**src/rtl/nor_cmd_pkg.sv**
```systemverilog
package nor_cmd_pkg;

    typedef enum logic [3:0] {
        ST_IDLE    = 4'd0,
        ST_CYC1    = 4'd1,
        ST_CYC2    = 4'd2,
        ST_ARM     = 4'd3,
        ST_BYP     = 4'd4,
        ST_BYP_ARM = 4'd5,
        ST_BYP_RST = 4'd6,
        ST_CHECK   = 4'd7,
        ST_BUSY    = 4'd8,
        ST_ERROR   = 4'd9
    } seq_state_e;

    localparam int CODE_W = 8;

    localparam logic [CODE_W-1:0] CODE_UNL1     = 8'hAA;
    localparam logic [CODE_W-1:0] CODE_UNL2     = 8'h55;
    localparam logic [CODE_W-1:0] CODE_IDENT    = 8'h90;
    localparam logic [CODE_W-1:0] CODE_PROG     = 8'hA0;
    localparam logic [CODE_W-1:0] CODE_BYP      = 8'h20;
    localparam logic [CODE_W-1:0] CODE_RESET    = 8'hF0;
    localparam logic [CODE_W-1:0] CODE_BYP_EXIT = 8'h00;

    typedef struct packed {
        logic rd;
        logic id;
        logic byp;
        logic busy;
        logic err;
    } mode_t;

endpackage

```
**src/rtl/nor_cmd_match.sv**
```systemverilog
module nor_cmd_match #(
    parameter int              CMD_BITS   = 11,
    parameter logic [10:0]     FIRST_SLOT = 11'h555,
    parameter logic [10:0]     SECOND_SLOT = 11'h2AA
) (
    input  logic [CMD_BITS-1:0] addr_lo,
    input  logic                lsb,
    input  logic                byte_mode,
    output logic                hit_first,
    output logic                hit_second
);
    localparam logic [CMD_BITS-1:0] FIRST_W  = FIRST_SLOT[CMD_BITS-1:0];
    localparam logic [CMD_BITS-1:0] SECOND_W = SECOND_SLOT[CMD_BITS-1:0];

    // In byte mode the byte select becomes the new bit 0 of the compared
    // address: first slot needs it low, second slot needs it high.
    always_comb begin
        hit_first  = (addr_lo == FIRST_W)  && (!byte_mode || !lsb);
        hit_second = (addr_lo == SECOND_W) && (!byte_mode ||  lsb);
    end
endmodule

```
**src/rtl/nor_cmd_outdec.sv**
```systemverilog
module nor_cmd_outdec
    import nor_cmd_pkg::*;
(
    input  seq_state_e st,
    input  logic       ident,
    output mode_t      mode,
    output logic       query
);
    logic readable;

    always_comb begin
        readable  = (st == ST_IDLE) || (st == ST_CYC1) ||
                    (st == ST_CYC2) || (st == ST_ARM);
        mode.rd   = readable && !ident;
        mode.id   = readable &&  ident;
        mode.byp  = (st == ST_BYP) || (st == ST_BYP_ARM) || (st == ST_BYP_RST);
        mode.busy = (st == ST_CHECK) || (st == ST_BUSY);
        mode.err  = (st == ST_ERROR);
        query     = (st == ST_CHECK);
    end
endmodule

```
**src/rtl/nor_cmd_decoder.sv**
```systemverilog
module nor_cmd_decoder
    import nor_cmd_pkg::*;
#(
    parameter int ADDR_W   = 18,
    parameter int DATA_W   = 16,
    parameter int CMD_BITS = 11
) (
    input  logic              clk,
    input  logic              rst_n,
    input  logic              byte_mode,
    input  logic              wr_en,
    input  logic [ADDR_W-1:0] wr_addr,
    input  logic              wr_lsb,
    input  logic [DATA_W-1:0] wr_data,
    input  logic              prot_hit,
    input  logic              prog_done,
    input  logic              prog_fail,
    output logic              mode_read,
    output logic              mode_ident,
    output logic              mode_bypass,
    output logic              mode_busy,
    output logic              mode_error,
    output logic              prot_req,
    output logic              prog_go,
    output logic [ADDR_W:0]   prog_addr,
    output logic [DATA_W-1:0] prog_data
);
    localparam int PA_W = ADDR_W + 1;

    typedef struct packed {
        seq_state_e        st;
        logic              ident;
        logic              ret_byp;
        logic              go;
        logic [PA_W-1:0]   addr;
        logic [DATA_W-1:0] data;
    } regs_t;

    regs_t r_q, r_d;

    logic               hit_first, hit_second;
    logic [CODE_W-1:0]  code;
    logic [PA_W-1:0]    addr_full;
    mode_t              mode;

    nor_cmd_match #(.CMD_BITS(CMD_BITS)) u_match (
        .addr_lo   (wr_addr[CMD_BITS-1:0]),
        .lsb       (wr_lsb),
        .byte_mode (byte_mode),
        .hit_first (hit_first),
        .hit_second(hit_second)
    );

    nor_cmd_outdec u_outdec (
        .st    (r_q.st),
        .ident (r_q.ident),
        .mode  (mode),
        .query (prot_req)
    );

    assign code      = wr_data[CODE_W-1:0];
    assign addr_full = {wr_addr, byte_mode & wr_lsb};

    always_comb begin
        r_d    = r_q;
        r_d.go = 1'b0;
        unique case (r_q.st)
            ST_IDLE: if (wr_en) begin
                if (hit_first && code == CODE_UNL1) r_d.st = ST_CYC1;
                else                                r_d.ident = 1'b0;
            end
            ST_CYC1: if (wr_en) begin
                if (hit_second && code == CODE_UNL2) r_d.st = ST_CYC2;
                else begin
                    r_d.st    = ST_IDLE;
                    r_d.ident = 1'b0;
                end
            end
            ST_CYC2: if (wr_en) begin
                r_d.st    = ST_IDLE;
                r_d.ident = 1'b0;
                if (hit_first) begin
                    case (code)
                        CODE_IDENT: r_d.ident = 1'b1;
                        CODE_PROG:  r_d.st    = ST_ARM;
                        CODE_BYP:   r_d.st    = ST_BYP;
                        default:    ;
                    endcase
                end
            end
            ST_ARM: if (wr_en) begin
                r_d.st      = ST_CHECK;
                r_d.addr    = addr_full;
                r_d.data    = wr_data;
                r_d.ret_byp = 1'b0;
            end
            ST_BYP: if (wr_en) begin
                if (code == CODE_PROG)       r_d.st = ST_BYP_ARM;
                else if (code == CODE_IDENT) r_d.st = ST_BYP_RST;
            end
            ST_BYP_ARM: if (wr_en) begin
                r_d.st      = ST_CHECK;
                r_d.addr    = addr_full;
                r_d.data    = wr_data;
                r_d.ret_byp = 1'b1;
            end
            ST_BYP_RST: if (wr_en) begin
                r_d.st    = (code == CODE_BYP_EXIT) ? ST_IDLE : ST_BYP;
                r_d.ident = 1'b0;
            end
            ST_CHECK: begin
                if (prot_hit) r_d.st = r_q.ret_byp ? ST_BYP : ST_IDLE;
                else begin
                    r_d.st = ST_BUSY;
                    r_d.go = 1'b1;
                end
            end
            ST_BUSY: if (prog_done) begin
                if (prog_fail) r_d.st = ST_ERROR;
                else           r_d.st = r_q.ret_byp ? ST_BYP : ST_IDLE;
            end
            ST_ERROR: if (wr_en && code == CODE_RESET) r_d.st = ST_IDLE;
            default: r_d.st = ST_IDLE;
        endcase
    end

    always_ff @(posedge clk) begin
        if (!rst_n) r_q <= '0;
        else        r_q <= r_d;
    end

    assign mode_read   = mode.rd;
    assign mode_ident  = mode.id;
    assign mode_bypass = mode.byp;
    assign mode_busy   = mode.busy;
    assign mode_error  = mode.err;
    assign prog_go     = r_q.go;
    assign prog_addr   = r_q.addr;
    assign prog_data   = r_q.data;

    // Assertions
    assert_one_mode_R1: assert property (@(posedge clk) disable iff (!rst_n)
        $countones({mode_read, mode_ident, mode_bypass, mode_busy, mode_error}) == 1);

    assert_go_after_query_R3: assert property (@(posedge clk) disable iff (!rst_n)
        prog_go |-> ($past(prot_req) && !$past(prot_hit)));

    assert_target_held_R3: assert property (@(posedge clk) disable iff (!rst_n)
        (mode_busy && $past(mode_busy)) |-> ($stable(prog_addr) && $stable(prog_data)));

    assert_protected_drop_R4: assert property (@(posedge clk) disable iff (!rst_n)
        (prot_req && prot_hit) |=> (!mode_busy && !prog_go && !mode_error));

    assert_busy_deaf_R5: assert property (@(posedge clk) disable iff (!rst_n)
        (mode_busy && !prot_req && !prog_done) |=> mode_busy);

    assert_error_sticky_R6: assert property (@(posedge clk) disable iff (!rst_n)
        (mode_error && !(wr_en && wr_data[CODE_W-1:0] == CODE_RESET)) |=> mode_error);

endmodule

```
**config.mk**
```make
export PLATFORM = sky130hd
export DESIGN_NAME = nor_cmd_decoder
export DESIGN_NICKNAME = d
export VERILOG_FILES = /design/src/rtl/nor_cmd_pkg.sv /design/src/rtl/nor_cmd_match.sv /design/src/rtl/nor_cmd_outdec.sv /design/src/rtl/nor_cmd_decoder.sv
export SDC_FILE = /design/constraint.sdc
export NUM_CORES = 1
export LEC_CHECK = 0
export BUFFER_PORTS_ARGS = -buffer_cell sky130_fd_sc_hd__buf_2
export CORE_ASPECT_RATIO = 1.2
export CORE_MARGIN = 10
export CORE_UTILIZATION = 50
export DETAILED_ROUTE_END_ITERATION = 6
export HOLD_SLACK_MARGIN = 0.1
export PLACE_DENSITY = 0.82
export RECOVER_POWER = 50
export SLEW_MARGIN = 10
export SYNTH_ARGS = -nofsm -noshare
export SYNTH_HDL_FRONTEND = slang
export SYNTH_SLANG_ARGS = --single-unit
```
**constraint.sdc**
```tcl
create_clock -name clk -period 2.64 [get_ports clk]
set_input_delay 0.528 -clock clk [delete_from_list [all_inputs] [get_ports clk]]
set_output_delay 0.528 -clock clk [all_outputs]
set_load 0.1 [all_outputs]
```
==> reports/metrics.cfg <==
[power_and_ir_drop]
seq_power_share_pct=51.6
p_per_area_nw_per_um2=483
switching_share_pct=20.7
p_switching_uw=254
vdd_ir_drop_max_v=0.000349
p_leak_nw=0.975
pwr-share-comb_pct=6.3
p_int_uw=973
p_total_mw=1.23
clockPowerShare_pct=42.1

[worst_hold_path]
min_path_type=flop to flop

[synthesis]
postSynthAreaPerCell_um2=7.85
syn-cell-area_um2=2300
yosys_register_bits=42
syn_inst=293
yosysTopAreaCellShare_pct=36.5
ys_seq_area_share_pct=36.5
syn_nets=335
synth_top_cell_by_area=dfxtp_1
synth_cell_types=38
synth_area_leaders=dfxtp_1 37%, nand2_1 13%, a21boi_1 12%
yosysWarnings=0

[die]
dieArea_um2=7730
num_rows=26
initial_core_util_pct=52.8
die_h_um=94.3
core_area_um2=4360
ioPinCount=84
fp.dieW_um=81.9

[clock_tree]
post_cts_buffers=0
cts_tree=done
clk_latency_ns=0.29
cts_made_buffers=5
ctsHoldBuffers=0
root_buffer=clkbuf_8
cts_sinks=42
cts_resized=0
cts_buffer_depth=2
h-tree-depth=2
path_clk_slew_ns=0.08

[routing]
wl_um=5750
first_pass_iters=4
drt_iter0_markers=115
ant_nets=0
num_vias=2039
viasPerCell=5.26
wl_per_cell_um=14.8
drc=0

[global_route]
grt_pass1_wl_um=9210
grt_overflow=0
met1_usage_pct=17.7
top_usage_layer=met2
antenna_found_initial=0
grt_pass1_vias=1961
grt_usage_pct=14.7
grt_max_degree=47
use_met3_pct=5.08
grtUsageMet2_pct=24.0

[run]
maxCapViolCount=0

[place]
io_buffers=83
dp.cells=381
routabilityCongestion=0.931
dp_hpwl_um=4250

[run_status]
outcome=complete, no violations

[cells_and_area]
layout.cells.non_filler=388
layout_common_cells=80 x nand2_1, 46 x buf_2, 42 x dfxtp_1, 37 x clkbuf_1, 36 x a21boi_1
area_growth_pct=10.4
nNetsFinal=374
fin_util_pct=58.3
final_common_cell=nand2_1
drive_above_1_share_pct=18.1
antenna_cells=0

[timing]
setup_viol_count_final=0
period_share_pct=92.0
finClkSkew_ns=0.00482
hold_violations=0
tns_ns=0
slew_headroom_pct=20.1
clock.fmax_mhz=412
rsz0062_at_grt=false
min_period_ns=2.43
final_max_slew_viol_count=0
tightest_slew_ns=1.20

[critical_path]
path_class=flop to output port
end_kind=output port
worstPathArrival_ns=1.90
startpoint_type=flop
crit_required_ns=2.11
cp_max_fo=14

registers in the layout, indices dropped and copies added, names as in the netlist:
register,flops
prog_go,1
prog_data,16
prog_addr,19
r_q,6
per-layer routing:
layer	vias up	wire, um
met5	-	0
met4	0	65
met3	6	494
met2	77	2700
met1	921	2490
li1	1035	-
cell type report:
class                   count  area [um^2]
multi-input cells         194         1120
repair buffers             85          382
flip-flops and latches     42          841
well taps                  56         70.1
clock buffers               6         82.6
fillers                   456         1820
inverters                   4         15.0
clock inverters             1         30.0
cells in the mapped netlist:
library cell and count:
nand4_1 5, o21ai_0 4, nand3_1 6, and2_1 3, nor2b_1 3, a21oi_1 4
nor2_1 5, a311oi_1 1, nand2b_1 2, nor4b_2 2, and4b_1 3, and3b_1 1
and3_1 3, or3_1 1, nor3_1 3, clkbuf_1 15, o31ai_1 4, xor2_1 2
o22ai_1 2, a2111oi_0 1, nand3b_1 2, nand4b_1 2, o211ai_1 1, nor4_1 3
dfxtp_1 42, mux2i_1 4, a21boi_1 37, buf_4 35, nor3b_1 3, nand2_1 80
buf_2 3, or4_1 1, a31o_2 1, nor4b_1 2, and2_0 1, or4b_1 1
inv_1 4, o21ai_1 1
path summary, 6_finish.rpt:
check	startpoint	to	slack, ns	depth (start not counted)
worst max register to register	r_q[39]	prog_data[14]	0.60	5
worst max-delay path	r_q[41]	mode_busy	0.21	3
worst min register to register	prog_addr[18]	prog_addr[18]	0.45	2
worst min-delay path	prog_addr[18]	prog_addr[18]	0.45	2
stage by stage:
| step | setup WS, ns | hold slack [ns] | instance area [um^2] |
|---|---|---|---|
| floorplan | 0.406 | 0.435 | 2310 |
| global placement | 0.513 | 0.438 | 2480 |
| detailed placement | 0.466 | 0.442 | 2480 |
| CTS | 0.213 | 0.453 | 2590 |
| global route | 0.0945 | 0.466 | 2540 |
| finish | 0.212 | 0.453 | 2540 |
power by group through the flow:
stage | registers [mW] | logic [mW] | clock network (mW)
5_1_grt | 0.633 | 0.0862 | 0.558
6_report | 0.633 | 0.0776 | 0.517
3_3_place_gp | 0.648 | 0.0764 | 0
3_5_place_dp | 0.648 | 0.0774 | 0
4_1_cts | 0.633 | 0.0778 | 0.534
2_1_floorplan | 0.648 | 0.0297 | 0
critical path: stages (launching register included):
cell and delay [ns]:
dfxtp_1 0.57, or4b_1 0.53, nand2_1 0.09, buf_2 0.43
logic make-up (layout without fill, tap and decap cells):
kind of cell	after synthesis	in the layout	synth area share [%]
simple gates	132	132	28.4
buf+inv	57	96	15.2
compound gates	56	56	17.3
flops	42	42	36.5
mux	4	4	1.74
xor+xnor	2	2	0.761
Note: power is estimated with default switching activity, not from simulation.
